**config.mk**
```make
export PLATFORM = sky130hd
export DESIGN_NAME = lsm_core
export DESIGN_NICKNAME = d
export VERILOG_FILES = /design/src/rtl/lsm_pkg.sv /design/src/rtl/lsm_fetch.sv /design/src/rtl/lsm_decode.sv /design/src/rtl/lsm_regfile.sv /design/src/rtl/lsm_core.sv
export SDC_FILE = /design/constraint.sdc
export NUM_CORES = 1
export LEC_CHECK = 0
export BUFFER_PORTS_ARGS = -buffer_cell sky130_fd_sc_hd__clkbuf_2
export CORE_ASPECT_RATIO = 0.5
export CORE_UTILIZATION = 60
export CTS_BUF_LIST = sky130_fd_sc_hd__clkbuf_8
export DETAILED_ROUTE_END_ITERATION = 8
export PLACE_DENSITY = 0.85
export SLEW_MARGIN = 20
export SYNTH_ARGS = -nofsm -noshare
export SYNTH_HDL_FRONTEND = slang
export SYNTH_HIERARCHICAL = 1
export SYNTH_SLANG_ARGS = --single-unit
```
**constraint.sdc**
```tcl
create_clock -name clk -period 8.5 [get_ports clk]
set_clock_uncertainty 0.05 [all_clocks]
set_input_delay 0.425 -clock clk [delete_from_list [all_inputs] [get_ports clk]]
set_output_delay 0.425 -clock clk [all_outputs]
set_load 0.01 [all_outputs]
```
**src/rtl/lsm_pkg.sv**
```systemverilog
package lsm_pkg;
  localparam int DATA_W = 16;
  localparam int ADDR_W = 16;
  localparam int ILEN   = 4;
  localparam int IW     = 8 * ILEN;

  localparam logic [7:0] OPC_LOAD  = 8'h20;
  localparam logic [7:0] OPC_STORE = 8'h21;
  localparam logic [7:0] OPC_ADD   = 8'h22;
  localparam logic [7:0] OPC_HALT  = 8'hFF;

  typedef enum logic [1:0] {K_LOAD, K_STORE, K_ADD, K_HALT} kind_e;

  function automatic logic [DATA_W-1:0] add_wrap(input logic [DATA_W-1:0] a,
                                                 input logic [DATA_W-1:0] b);
    return a + b;
  endfunction

  function automatic logic pad_clear(input kind_e k, input logic [IW-1:0] ir);
    case (k)
      K_LOAD, K_STORE: return ir[23:21] == 3'd0;
      K_ADD:           return (ir[23:21] == 3'd0) && (ir[15:13] == 3'd0) && (ir[7:0] == 8'd0);
      default:         return ir[23:0] == 24'd0;
    endcase
  endfunction
endpackage

```
**src/rtl/lsm_fetch.sv**
```systemverilog
module lsm_fetch
  import lsm_pkg::*;
(
  input  logic              clk,
  input  logic              rst_n,
  input  logic              stall,
  input  logic [7:0]        imem_rdata,
  output logic [ADDR_W-1:0] imem_addr,
  output logic [IW-1:0]     ir,
  output logic              fetch_cycle,
  output logic              fetch_done,
  output logic              exec_phase
);
  localparam int PH_W = $clog2(ILEN + 1);

  logic [PH_W-1:0]   phase;
  logic [ADDR_W-1:0] pc;

  assign imem_addr   = pc;
  assign fetch_cycle = !stall && (phase < PH_W'(ILEN));
  assign fetch_done  = fetch_cycle && (phase == PH_W'(ILEN - 1));
  assign exec_phase  = !stall && (phase == PH_W'(ILEN));

  always_ff @(posedge clk) begin
    if (!rst_n) begin
      phase <= '0;
      pc    <= '0;
      ir    <= '0;
    end else if (exec_phase) begin
      phase <= '0;
    end else if (fetch_cycle) begin
      ir    <= {ir[IW-9:0], imem_rdata};
      pc    <= pc + 1'b1;
      phase <= phase + 1'b1;
    end
  end
endmodule

```
**src/rtl/lsm_decode.sv**
```systemverilog
module lsm_decode
  import lsm_pkg::*;
#(
  parameter int RA_W = 5
) (
  input  logic [IW-1:0]     ir,
  output kind_e             kind,
  output logic              legal,
  output logic [RA_W-1:0]   rf1,
  output logic [RA_W-1:0]   rf2,
  output logic [ADDR_W-1:0] addr
);
  logic [7:0] opc;
  logic       known;

  assign opc  = ir[31:24];
  assign rf1  = ir[16 +: RA_W];
  assign rf2  = ir[8 +: RA_W];
  assign addr = ir[ADDR_W-1:0];

  always_comb begin
    known = 1'b1;
    kind  = K_HALT;
    case (opc)
      OPC_LOAD:  kind = K_LOAD;
      OPC_STORE: kind = K_STORE;
      OPC_ADD:   kind = K_ADD;
      OPC_HALT:  kind = K_HALT;
      default:   known = 1'b0;
    endcase
  end

  assign legal = known && pad_clear(kind, ir);
endmodule

```
**src/rtl/lsm_regfile.sv**
```systemverilog
module lsm_regfile #(
  parameter int NREG   = 32,
  parameter int DATA_W = 16,
  localparam int RA_W  = $clog2(NREG)
) (
  input  logic              clk,
  input  logic              we,
  input  logic [RA_W-1:0]   waddr,
  input  logic [DATA_W-1:0] wdata,
  input  logic [RA_W-1:0]   ra1,
  input  logic [RA_W-1:0]   ra2,
  output logic [DATA_W-1:0] rd1,
  output logic [DATA_W-1:0] rd2
);
  logic [DATA_W-1:0] regs [NREG];

  always_ff @(posedge clk) begin
    if (we) regs[waddr] <= wdata;
  end

  assign rd1 = regs[ra1];
  assign rd2 = regs[ra2];
endmodule

```
**src/rtl/lsm_core.sv**
```systemverilog
module lsm_core
  import lsm_pkg::*;
#(
  parameter int NREG  = 32,
  parameter int CNT_W = 32
) (
  input  logic              clk,
  input  logic              rst_n,
  output logic [15:0]       imem_addr,
  input  logic [7:0]        imem_rdata,
  output logic [15:0]       dmem_addr,
  output logic              dmem_re,
  input  logic [15:0]       dmem_rdata,
  output logic              dmem_we,
  output logic [15:0]       dmem_wdata,
  output logic              halted,
  output logic              illegal,
  output logic [CNT_W-1:0]  ibyte_cnt,
  output logic [CNT_W-1:0]  dbyte_cnt
);
  localparam int RA_W = $clog2(NREG);

  logic              halted_q, illegal_q;
  logic [IW-1:0]     ir;
  logic              fetch_cycle, fetch_done, exec_phase, exec_cycle;
  kind_e             kind;
  logic              legal;
  logic [RA_W-1:0]   rf1, rf2;
  logic [ADDR_W-1:0] addr;
  logic [DATA_W-1:0] rd1, rd2, wb_data;
  logic              ld_fire, st_fire, add_fire, stop_evt, rf_we;

  lsm_fetch u_fetch (
    .clk        (clk),
    .rst_n      (rst_n),
    .stall      (halted_q),
    .imem_rdata (imem_rdata),
    .imem_addr  (imem_addr),
    .ir         (ir),
    .fetch_cycle(fetch_cycle),
    .fetch_done (fetch_done),
    .exec_phase (exec_phase)
  );

  lsm_decode #(.RA_W(RA_W)) u_dec (
    .ir   (ir),
    .kind (kind),
    .legal(legal),
    .rf1  (rf1),
    .rf2  (rf2),
    .addr (addr)
  );

  assign exec_cycle = exec_phase && !halted_q;
  assign ld_fire    = exec_cycle && legal && (kind == K_LOAD);
  assign st_fire    = exec_cycle && legal && (kind == K_STORE);
  assign add_fire   = exec_cycle && legal && (kind == K_ADD);
  assign stop_evt   = exec_cycle && (!legal || (kind == K_HALT));

  assign rf_we   = ld_fire || add_fire;
  assign wb_data = ld_fire ? dmem_rdata : add_wrap(rd1, rd2);

  lsm_regfile #(.NREG(NREG), .DATA_W(DATA_W)) u_rf (
    .clk  (clk),
    .we   (rf_we),
    .waddr(rf1),
    .wdata(wb_data),
    .ra1  (rf1),
    .ra2  (rf2),
    .rd1  (rd1),
    .rd2  (rd2)
  );

  assign dmem_addr  = addr;
  assign dmem_re    = ld_fire;
  assign dmem_we    = st_fire;
  assign dmem_wdata = rd1;
  assign halted     = halted_q;
  assign illegal    = illegal_q;

  always_ff @(posedge clk) begin
    if (!rst_n) begin
      halted_q  <= 1'b0;
      illegal_q <= 1'b0;
      ibyte_cnt <= '0;
      dbyte_cnt <= '0;
    end else begin
      if (stop_evt) begin
        halted_q  <= 1'b1;
        illegal_q <= !legal;
      end
      if (fetch_done)         ibyte_cnt <= ibyte_cnt + CNT_W'(ILEN);
      if (ld_fire || st_fire) dbyte_cnt <= dbyte_cnt + CNT_W'(DATA_W / 8);
    end
  end
endmodule

```
### Word level (Yosys, flattened, before mapping)

Memories as Yosys holds them, arrays and structs flattened. A register that Yosys moved wholly into a read port is not among the register bits.
Cells that the tools add are included.

* register bits: 117
* memory bits (writable): 512
* memories: 1
* output and inout port bits: 116
* word-level logic and storage cells: 61

Memories
* u_rf.regs: words 32, width 16, rd ports 2, clocked after Yosys merged registers in 2, wr ports 1, line lsm_regfile.sv:15 `logic [DATA_W-1:0] regs [NREG];`

* bitwise gates (word level): 2
* reduce and logical (&&, ||, !) cells: 26
* equal/unequal tests: 9
* add/sub/neg operators: 5
* order comparisons: 1
* multiplexer cells: 10

Operator list (number)
* $add A32 B2 Y32 const B: 1
* $add A32 B3 Y32 const B: 1
* $eq A8 B6 Y1 const B: 3
* $logic_not A24 Y1: 1
* $mux W5: 4
* $add A16 B1 Y16 const B: 1
* $add A16 B16 Y16: 1
* $mux W16: 1
* $logic_and A1 B1 Y1: 12
* $eq A8 B8 Y1 const B: 1
* $logic_not A8 Y1: 1
* $logic_not A3 Y1: 2
* $pmux W2 S3: 1
* $eq A2 B2 Y1 const B: 2
* $reduce_or A2 Y1: 2
* $reduce_or A4 Y1: 1
* $add A3 B1 Y3 const B: 1
* $eq A3 B2 Y1 const B: 1
* $eq A3 B3 Y1 const B: 1
* $logic_or A1 B1 Y1: 3
* $lt A3 B3 Y1 const B: 1
* $mux W1: 3
* $eq A2 B1 Y1 const B: 1
* $logic_not A1 Y1: 2
* other kinds (4): 5

### Longest topological paths before layout

* depth after elaboration: 11
* depth in mapped cells: 16
* gate-level depth less buffers: 12

### Cells and area by module

Netlist, hierarchy kept.

Modules (own cells, without submodules)
* lsm_regfile: instances 1, cells each 1696, area an instance 24796.3 µm², seq. area each 15374.7 µm²
* lsm_core: instances 1, cells each 493, area an instance 4046.4 µm², seq. area each 1261.2 µm²
* lsm_fetch: instances 1, cells each 241, area an instance 1991.9 µm², seq. area each 1021.0 µm²
* lsm_decode: instances 1, cells each 42, area an instance 346.6 µm², seq. area each 0.0 µm²

### Worst setup path before layout

OpenSTA, ideal clock, no wires.

* path type: reg-to-reg
* start point: reg u_fetch.ir[17]
* end point: mem u_rf.regs[0][12] (data pin)
* data arrival time: 4.367 ns
* path buffers: 5
* setup slack: 3.592 ns
* cell stages (with the launch flop): 17
* cells stage by stage: dfxtp_1 buf_4 buf_4 buf_8 buf_12 buf_6 mux2i_1 nand2_1 a31oi_1 nand3_1 ha_1 fa_1 a211oi_1 o211ai_1 nand4_1 mux2i_1 a311oi_1

* longest elaborated chain between the ends: 6

Ends and longest elaborated chain
* start, declared: line lsm_fetch.sv:9 `output logic [IW-1:0] ir,`
* start signal, assigned: line lsm_fetch.sv:32 `ir <= {ir[IW-9:0], imem_rdata};`
* $logic_not A24 Y1: line lsm_pkg.sv:23 `default: return ir[23:0] == 24'd0;`
* $pmux W1 S2: line lsm_pkg.sv:20 `case (k)`
* $logic_and A1 B1 Y1: line lsm_decode.sv:33 `assign legal = known && pad_clear(kind, ir);`
* $logic_and A1 B1 Y1 (2 in a row): line lsm_core.sv:55 `assign ld_fire = exec_cycle && legal && (kind == K_LOAD);`
* $mux W16: line lsm_core.sv:61 `assign wb_data = ld_fire ? dmem_rdata : add_wrap(rd1, rd2);`
* net wb_data[12]: line lsm_core.sv:30 `logic [DATA_W-1:0] rd1, rd2, wb_data;`
* end, declared: line lsm_regfile.sv:15

The timed path passes the listed nets, and every way through them passes these cells.

### Worst setup path in the final report

* start point: reg u_fetch.ir[17]
* end point: mem u_rf.regs[3][11] (data pin)

The elaborated chain is that of the path after synthesis.

==> summary.md <==
| Metric | Value |
|---|---|
| Slowest stage cell, crit path | `buf_4` |
| Vias post-DR | `around 22,000` |
| FILL cells | `~3,600` |
| Util after Layout | `66.4%` |
| Clock Latency Late Sink | `a little under 0.7 ns` |
| Placed instance count | `3,167` |
| Final #Nets | `~2,600` |
| Max incr delay on CP | `about 0.80 ns` |
| Floorplan row count | `58` |
| Crit share post-route | `68.3%` |
| Yosys reg bits | `around 630` |
| R2R Path End | `u_rf/regs[3][11]` |
| Placed cell area | `between 0.03 and 0.04 mm2` |
| Top delay family on crit path | `buffers and inverters` |
| Initial DRC count | `2,954` |
| Leakage power total | `11.1 nW` |
| Internal reg-to-reg setup slack | `2.70 ns` |
| All-Layer GR Usage | `a little under a third` |
| Max-Cap Viols | `0` |
| Share of the synthesized area in the top cell type | `about half` |
| Die height | `about 160 um` |
| Clk buf depth | `3` |
| Vias in the first global route | `around 22,000` |
| Grt ovf | `0` |
| Least-Margin Pin Slew | `~1.2 ns` |
| Drt drc | `0` |
| R2R depth | `13` |
| Final hold vios | `0` |
| Post-Syn Area | `0.0312 mm2` |
| Worst Setup SP | `u_fetch/ir[17]` |
| I/O Buffers | `between 100 and 150` |
| Seq/Total Area, Yosys | `a little under three fifths` |
| Share of cells above drive strength 1 | `approximately 14%` |
| Tightest hold margin | `about 0.044 ns` |
| Critical-path cell list | `buf_4, buf_4, mux2i_1, a21oi_1, nand3_1, nand3_1, ha_1, a211oi_1, o21bai_1, o21ai_0, nor3_1, nor3_2, buf_4` |
| Die width | `between 300 and 400 um` |
| Global-route wire length before repair | `126,000 um` |
| Dpl ws | `between 2 and 3 ns` |
| Design area | `0.0337 mm2` |
| PwrDens | `around 350 mW/mm2` |
| Non-filler cells, final | `about 3,300` |
| Worst ir drop on vdd | `between 300 and 400 uV` |
| Crit path max fanout | `54` |
| Setup crit end | `u_rf/regs[3][11]` |
| CP Launch Type | `register` |
| Post-cts gate resize count | `0` |
| Diode count | `0` |
| FMAX | `around 170 MHz` |
| Number of library cell types mapped by synthesis | `74` |
| RR Startpoint | `u_fetch/ir[17]` |
| HP Class | `in2reg` |
| Setup violations, final | `0` |
| Unrepaired setup endpoints after global routing | `no` |
| I/O pin cnt | `between 100 and 150` |
| Post-synthesis cell type with the largest combined area | `edfxtp_1` |
| Worst Path Required | `approximately 9 ns` |
| Clock sinks | `626` |
| Critical path buffers and inverters | `3` |
| Total die area | `about 0.053 mm2` |
| CTS tree | `yes` |
| Tot Pwr | `11.9 mW` |
| Gpl congestion | `0.959` |
| Period minus WS final | `5.80 ns` |
| Final worst slack | `approximately 2.7 ns` |
| Status | `completed` |
| Final ANT Viol Nets | `0` |
| Worst Path Arrival | `between 6 and 7 ns` |
| Area delta synth->final | `8.10%` |
| Routed wire length | `approximately 85,000 um` |
| Largest net degree at the start of global routing | `146` |
| Worst path depth | `13` |
| Most frequent cell after synthesis | `mux2i_1` |
| Crit-path most repeated cell | `buf_4` |
| CTS buffer count | `87` |
| Ys async rst share | `0%` |
| Reg clk slew, reported paths | `about 0.070 ns` |
| Root Driver | `clkbuf_8` |
| CP endpoint kind | `register` |
| Setup bufs post-CTS | `0` |
| Vias per std cell | `about 6.7` |
| Avg Cell Area, Syn | `around 13 um2` |
| Dpl hpwl | `~50,000 um` |
| Total negative slack | `0 ns` |
| Wirelength per Cell | `roughly 25 um` |
| Antenna violations before repair | `1` |
| Rel. slew slack | `a little under a fifth` |
| Prevailing post-synth register cell | `edfxtp_1` |
| EDFF count, synth | `between 500 and 600` |
| Core ar. | `0.0508 mm2` |
| Yosys warns | `6` |
| Router iterations before antenna repair | `9` |
| Final max-slew violation count | `0` |
| CTS HTree Levels | `3` |
| Largest cells by area after synthesis | `edfxtp_1 49%, mux2i_1 17%, dfxtp_1 7.3%` |
| Synth Instances | `around 2,500` |
| Post-synth top cells | `518 x mux2i_1, 512 x edfxtp_1, 188 x nand2_1` |
| Starting Density | `approximately three fifths` |
| Critical path class | `reg2reg` |
==> state kept, by name, indices dropped and copies added, names as in the netlist <==
signal	count
u_fetch/ir	32
illegal	1
u_rf/regs	512
ibyte_cnt	30
dbyte_cnt	31
u_fetch/imem_addr	16
u_fetch/phase	3
halted	1
==> metal layers <==
layer | track usage, % | up-vias | routed length, um
met2 | 47.8 | 1574 | 37900
li1 | - | 9640 | -
met5 | 0 | - | 13
met1 | 41.6 | 10800 | 32700
met4 | 15.5 | 2 | 3750
met3 | 8.39 | 272 | 10400
==> cell usage in the layout (no fill, tap or decap), types with 7 or more instances in the layout <==
master / n
a21boi_0: 9
a21oi_1: 117
a22o_1: 64
a22oi_1: 128
a31oi_1: 32
and2_1: 50
and4_1: 14
buf_4: 62
clkbuf_2: 138
clkbuf_8: 95
clkinv_1: 21
clkinv_2: 13
dfxtp_1: 112
dlygate4sd3_1: 8
edfxtp_1: 512
ha_1: 21
inv_1: 38
mux2i_1: 518
nand2_1: 187
nand2b_1: 12
nand3_1: 97
nand4_1: 53
nor2_1: 57
nor2_2: 8
nor3_1: 45
nor3_2: 7
o21ai_0: 25
or3_1: 13
xnor2_1: 28
xor2_1: 40
==> how the worst min path moves through the flow <==
stage	slack [ns]	end	start	cells past startpoint
floorplan	0.39	u_fetch/ir[28]	u_fetch/ir[28]	2
global placement	0.40	u_fetch/ir[25]	u_fetch/ir[25]	2
detailed placement	0.41	u_fetch/ir[28]	u_fetch/ir[28]	2
CTS	0.005	u_fetch/phase[0]	rst_n	3
global route	0.05	u_fetch/phase[1]	rst_n	3
finish	0.04	u_fetch/phase[0]	rst_n	3
==> final cells by class <==
type,instances,area [um2],share of cell area [%]
Sequential cell,626,17700,52.4
Tap cell,690,863,2.56
Timing Repair Buffer,212,1300,3.85
Multi-Input combinational cell,1633,12200,36.3
Inverter,17,63.8,0.189
Clock inverter,61,289,0.857
Clock buffer,95,1310,3.88
==> worst min-delay path, cell delays in order <==
cell,delay [ns]
clkbuf_2,0.12
o21ai_0,0.11
nor2_1,0.06
==> where the power goes <==
| part | leakage (nW) | switching [mW] | internal (mW) |
|---|---|---|---|
| registers | 5.52 | 0.0900 | 5.15 |
| clock network | 0.907 | 1.16 | 1.06 |
| logic | 4.63 | 3.30 | 1.17 |
==> cells by family after synthesis <==
kind of cell	share of synthesized area [%]
AOI/OAI and AO/OA	9.04
buffers and inverters	4.73
adders and majority gates	0.907
xor gates and xnor gates	1.91
and+or+nand+nor	10.1
muxes	16.7
other	0.0120
DFF	56.6
==> what timing repair did <==
action | 4_1_cts | 5_1_grt
endpoints found under the setup margin | 0 | 0
endpoints found under the hold margin | 8 | 0
hold buffers | 8 | 0
No activity file was read; power rests on OpenSTA's default activity.
